[src/rtl/irq_pkg.sv]
package irq_pkg;
  localparam int STAT_W = 32;

  localparam int B_CARD_INS = 6;
  localparam int B_CARD_REM = 7;
  localparam int B_DMA_ERR  = 28;

  localparam logic [STAT_W-1:0] CMD_ERR_M  = 32'h000F_0000;
  localparam logic [STAT_W-1:0] DATA_ERR_M = 32'h0170_0000;
  localparam logic [STAT_W-1:0] DMA_ERR_M  = 32'h1000_0000;
  localparam logic [STAT_W-1:0] CARD_INT_M = 32'h0000_0100;
  localparam logic [STAT_W-1:0] PLAIN_M    = 32'h0000_003F;
  localparam logic [STAT_W-1:0] CD_M       = 32'h0000_00C0;

  // events that may be injected by the force write
  localparam logic [STAT_W-1:0] FORCE_M = CMD_ERR_M | DATA_ERR_M | DMA_ERR_M | CARD_INT_M;
  // events accepted on evt_i
  localparam logic [STAT_W-1:0] PIN_M   = FORCE_M | PLAIN_M;
  localparam logic [STAT_W-1:0] IMPL_M  = PIN_M | CD_M;
endpackage

[src/rtl/cd_edge_sync.sv]
module cd_edge_sync #(
  parameter int STAGES = 2
) (
  input  logic clk_i,
  input  logic rst_ni,
  input  logic lvl_i,
  output logic rise_o,
  output logic fall_o
);
  logic [STAGES-1:0] chain_q;
  logic              prev_q;

  always_ff @(posedge clk_i or negedge rst_ni) begin
    if (!rst_ni) begin
      chain_q <= '0;
      prev_q  <= 1'b0;
    end else begin
      chain_q[0] <= lvl_i;
      for (int i = 1; i < STAGES; i++) chain_q[i] <= chain_q[i-1];
      prev_q <= chain_q[STAGES-1];
    end
  end

  assign rise_o = chain_q[STAGES-1] & ~prev_q;
  assign fall_o = ~chain_q[STAGES-1] & prev_q;
endmodule

[src/rtl/irq_event_merge.sv]
module irq_event_merge
  import irq_pkg::*;
(
  input  logic [STAT_W-1:0] evt_i,
  input  logic              force_we_i,
  input  logic [STAT_W-1:0] force_data_i,
  input  logic              cd_rise_i,
  input  logic              cd_fall_i,
  input  logic [STAT_W-1:0] stat_en_i,
  output logic [STAT_W-1:0] set_o
);
  logic [STAT_W-1:0] cd_vec, frc_vec, raw;

  always_comb begin
    cd_vec             = '0;
    cd_vec[B_CARD_INS] = cd_rise_i;
    cd_vec[B_CARD_REM] = cd_fall_i;
    frc_vec            = force_we_i ? (force_data_i & FORCE_M) : '0;
    raw                = (evt_i & PIN_M) | frc_vec | cd_vec;
    set_o              = raw & stat_en_i;
  end
endmodule

[src/rtl/irq_status_reg.sv]
module irq_status_reg
  import irq_pkg::*;
(
  input  logic              clk_i,
  input  logic              rst_ni,
  input  logic [STAT_W-1:0] set_i,
  input  logic              clr_we_i,
  input  logic [STAT_W-1:0] clr_data_i,
  output logic [STAT_W-1:0] q_o
);
  logic [STAT_W-1:0] clr_eff;

  assign clr_eff = clr_we_i ? clr_data_i : '0;

  // set applied after clear: a same-cycle event wins
  always_ff @(posedge clk_i or negedge rst_ni) begin
    if (!rst_ni) q_o <= '0;
    else         q_o <= (q_o & ~clr_eff) | set_i;
  end
endmodule

[src/rtl/irq_summary.sv]
module irq_summary
  import irq_pkg::*;
(
  input  logic [STAT_W-1:0] status_i,
  input  logic [STAT_W-1:0] sig_en_i,
  output logic [STAT_W-1:0] masked_o,
  output logic              irq_o,
  output logic              cmd_err_o,
  output logic              data_err_o,
  output logic              any_err_o
);
  assign masked_o   = status_i & sig_en_i;
  assign irq_o      = |masked_o;
  assign cmd_err_o  = |(status_i & CMD_ERR_M);
  assign data_err_o = |(status_i & DATA_ERR_M);
  assign any_err_o  = cmd_err_o | data_err_o | status_i[B_DMA_ERR];
endmodule

[src/rtl/irq_status_unit.sv]
module irq_status_unit
  import irq_pkg::*;
#(
  parameter int SYNC_STAGES = 2
) (
  input  logic              clk_i,
  input  logic              rst_ni,
  input  logic [STAT_W-1:0] evt_i,
  input  logic              cd_i,
  input  logic [STAT_W-1:0] stat_en_i,
  input  logic [STAT_W-1:0] sig_en_i,
  input  logic              clr_we_i,
  input  logic [STAT_W-1:0] clr_data_i,
  input  logic              force_we_i,
  input  logic [STAT_W-1:0] force_data_i,
  output logic [STAT_W-1:0] status_o,
  output logic [STAT_W-1:0] masked_o,
  output logic              irq_o,
  output logic              cmd_err_o,
  output logic              data_err_o,
  output logic              any_err_o
);
  logic              cd_rise, cd_fall;
  logic [STAT_W-1:0] set_vec;

  cd_edge_sync #(.STAGES(SYNC_STAGES)) u_cd (
    .clk_i  (clk_i),
    .rst_ni (rst_ni),
    .lvl_i  (cd_i),
    .rise_o (cd_rise),
    .fall_o (cd_fall)
  );

  irq_event_merge u_merge (
    .evt_i        (evt_i),
    .force_we_i   (force_we_i),
    .force_data_i (force_data_i),
    .cd_rise_i    (cd_rise),
    .cd_fall_i    (cd_fall),
    .stat_en_i    (stat_en_i),
    .set_o        (set_vec)
  );

  irq_status_reg u_reg (
    .clk_i      (clk_i),
    .rst_ni     (rst_ni),
    .set_i      (set_vec),
    .clr_we_i   (clr_we_i),
    .clr_data_i (clr_data_i),
    .q_o        (status_o)
  );

  irq_summary u_sum (
    .status_i   (status_o),
    .sig_en_i   (sig_en_i),
    .masked_o   (masked_o),
    .irq_o      (irq_o),
    .cmd_err_o  (cmd_err_o),
    .data_err_o (data_err_o),
    .any_err_o  (any_err_o)
  );
endmodule

[config.mk]
export PLATFORM = sky130hd
export DESIGN_NAME = irq_status_unit
export DESIGN_NICKNAME = d
export VERILOG_FILES = /design/src/rtl/irq_pkg.sv /design/src/rtl/cd_edge_sync.sv /design/src/rtl/irq_event_merge.sv /design/src/rtl/irq_status_reg.sv /design/src/rtl/irq_summary.sv /design/src/rtl/irq_status_unit.sv
export SDC_FILE = /design/constraint.sdc
export NUM_CORES = 1
export LEC_CHECK = 0
export ABC_AREA = 1
export CAP_MARGIN = 20
export CORE_AREA = 2 2 90 92
export CTS_BUF_LIST = sky130_fd_sc_hd__clkbuf_2 sky130_fd_sc_hd__clkbuf_4 sky130_fd_sc_hd__clkbuf_8
export DETAILED_ROUTE_END_ITERATION = 10
export DIE_AREA = 0 0 92 94
export GPL_ROUTABILITY_DRIVEN = 1
export HOLD_SLACK_MARGIN = 0.1
export PLACE_DENSITY = 0.78
export SLEW_MARGIN = 5
export SYNTH_ARGS = -nofsm -noshare
export SYNTH_HDL_FRONTEND = slang
export SYNTH_SLANG_ARGS = --single-unit
[constraint.sdc]
create_clock -name clk_i -period 3 [get_ports clk_i]
set_clock_uncertainty 0.05 [all_clocks]
set_input_delay 0.45 -clock clk_i [delete_from_list [all_inputs] [get_ports clk_i]]
set_output_delay 0.45 -clock clk_i [all_outputs]
set_load 0.01 [all_outputs]
==> impl_metrics.json <==
{
  "status": "finished clean",
  "drt_wl_total_um": 6840,
  "antenna_found_initial": 0,
  "tritoncts": "done",
  "start_kind": "input pin",
  "first_iter_violations": 35,
  "avgViaCountPerCell": 4.22,
  "root_buffer": "clkbuf_8",
  "grt_start_max_net_pins": 36,
  "holdBufCountCts": 0,
  "stdcell_count": 510,
  "path_max_fanout": 2,
  "firstDrtPassIters": 4,
  "ys_top_cells_by_area": "dfrtp_1 (51%), nand2_1 (18%), inv_1 (9.4%), a21boi_0 (6.1%), a22o_1 (3.6%)",
  "leakagePower_nw": 1.84,
  "numPortBuffers": 180,
  "vias": 2153,
  "drv_slew": 0,
  "cp-end-kind": "primary output",
  "maxCapViolCount": 0,
  "cts.path.max_buffers": 2,
  "layout-drive-gt1-share_pct": 2.45,
  "hpwl_um": 5560,
  "die_w_um": 92,
  "start_util_pct": 22.5,
  "htreeDepth": 2,
  "avgSynthCellArea_um2": 7.67,
  "cts-buffers-inserted": 5,
  "route.detailed.drc": 0,
  "synth_area_um2": 1710,
  "max_freq_mhz": 417,
  "clkLatencyLatePin_ns": 0.28,
  "ys_ff_latch": 35,
  "area_growth_pct": 117,
  "setup_slack_ns": 0.600,
  "criticalPathCategory": "in2out",
  "core_area_um2": 7610,
  "crit_arrival_ns": 1.90,
  "syn_inst": 223,
  "yosys_warnings": 0,
  "globalRouteOverflowTotal": 0,
  "post-cts-setup-buffer-count": 0,
  "post-route-min-period_ns": 2.40,
  "io_pins": 233,
  "finalCritPeriodShare_pct": 80.0,
  "avgRoutedWirePerCell_um": 13.4,
  "cts_sinks": 35,
  "pre_cts_slack_ns": 0.557,
  "path_clk_slew_ns": 0.07,
  "grt_setup_unrepaired": "no",
  "antenna_left": 0,
  "tns_ns": 0,
  "synth_top_area_share_pct": 51.2,
  "synth.largest_area_cell": "dfrtp_1",
  "rows": 32,
  "tightest_slew_ns": 0.803,
  "grt_pass1_wl_um": 10800,
  "placed_cells": 502,
  "relSlewSlack_pct": 46.5,
  "grtUsageTotal_pct": 16.2,
  "die_area_um2": 8650,
  "hold_path.class": "in2async",
  "power.density_nw_per_um2": 339,
  "grt_pass1_vias": 2336,
  "syn-num-nets": 388,
  "nNetsFinal": 572,
  "gp_congestion": 0.817,
  "die_h_um": 94,
  "finalHoldViolations": 0,
  "cts.repair.resized": 0,
  "setup_viol": 0,
  "irDropWorstVdd_mv": 0.159,
  "ys_types": 13,
  "yosysSeqAreaShare_pct": 51.2,
  "cp.required_ns": 2.50,
  "diodes": 0
}
==> metrics by stage <==
step	hold WS, ns	instance area, µm²	power (W)	utilization [%]
CTS	0.230	3710	0.00128	48.8
floorplan	0.104	1710	0.000635	-
global route	0.272	3710	0.00133	48.8
detailed placement	0.288	3620	0.000921	47.6
global placement	0.285	3620	0.000914	47.6
finish	0.201	3710	0.00126	48.8
==> placed cells by master (no fill, tap or decap), drive strengths merged <==
cell | synthesis | final
a21boi | 14 | 14
clkdlybuf4s50 | 0 | 179
buf | 3 | 2
a21oi | 10 | 10
clkinvlp | 0 | 1
a32o | 1 | 1
nand2 | 83 | 83
or3 | 1 | 1
inv | 43 | 43
clkinv | 0 | 1
dfrtp | 35 | 35
clkbuf | 1 | 6
o21ai | 10 | 10
nor2 | 15 | 15
a22o | 7 | 7
==> logic make-up (layout without fill, tap and decap cells) <==
logic type	count (synthesis)	after routing	share of synthesized area, %
simple gates	99	99	21.9
buf+inv	47	232	10.8
compound gates	42	42	16.2
flops	35	35	51.2
==> layout make-up <==
cell class	count	area, µm²
clock buffers	6	76.3
clock inverters	2	12.5
fillers	720	3900
inverters	43	161
multi-input cells	141	651
flip-flops and latches	35	876
well taps	102	128
repair buffers	181	1800
==> cells in the mapped netlist <==
| master | n |
|---|---|
| or3_1 | 1 |
| buf_2 | 2 |
| a32o_1 | 1 |
| a22o_1 | 7 |
| dfrtp_1 | 35 |
| inv_1 | 43 |
| a21boi_0 | 14 |
| o21ai_0 | 10 |
| nor2_1 | 15 |
| a21oi_1 | 10 |
| nand2_1 | 83 |
| buf_4 | 1 |
| clkbuf_2 | 1 |
==> per-layer routing <==
| layer | GRT usage (%) | up-vias | wire length, µm |
|---|---|---|---|
| met3 | 6.42 | 7 | 657 |
| met2 | 31.4 | 115 | 3580 |
| met1 | 15.9 | 979 | 2520 |
| met4 | 4.48 | 0 | 83 |
| li1 | - | 1052 | - |
| met5 | 0 | - | 0 |
==> path summary, 6_finish.rpt <==
| path | from | end | slack (ns) | cells past startpoint |
|---|---|---|---|---|
| max in group asynchronous | rst_ni | u_reg.q_o[17] | 2.19 | 1 |
| min in group clk_i | u_cd.chain_q[0] | u_cd.chain_q[1] | 0.30 | 0 |
| max reg2reg | u_cd.prev_q | u_reg.q_o[7] | 2.20 | 3 |
| min | rst_ni | u_reg.q_o[7] | 0.20 | 1 |
| max | sig_en_i[24] | irq_o | 0.60 | 8 |
| min reg2reg | u_cd.chain_q[0] | u_cd.chain_q[1] | 0.30 | 0 |
==> where the power goes <==
| part | leakage, nW | switching, W | internal (W) |
|---|---|---|---|
| clock network | 0.0446 | 0.000176 | 0.000171 |
| logic | 1.36 | 0.000131 | 0.000245 |
| registers | 0.433 | 0.0000304 | 0.000502 |
==> flip-flops by register name, summed over array words and instances, names as in the netlist <==
name	flops
u_cd.prev_q	1
u_reg.q_o	32
u_cd.chain_q	2
==> critical path, cell delays in order <==
cell and delay (ns):
clkdlybuf4s50_1 0.44, nand2_1 0.12, nand2_1 0.08, nor2_1 0.12
nand2_1 0.06, nor2_1 0.08, nand2_1 0.05, clkdlybuf4s50_1 0.48
Power figures use the tool's default switching activity.
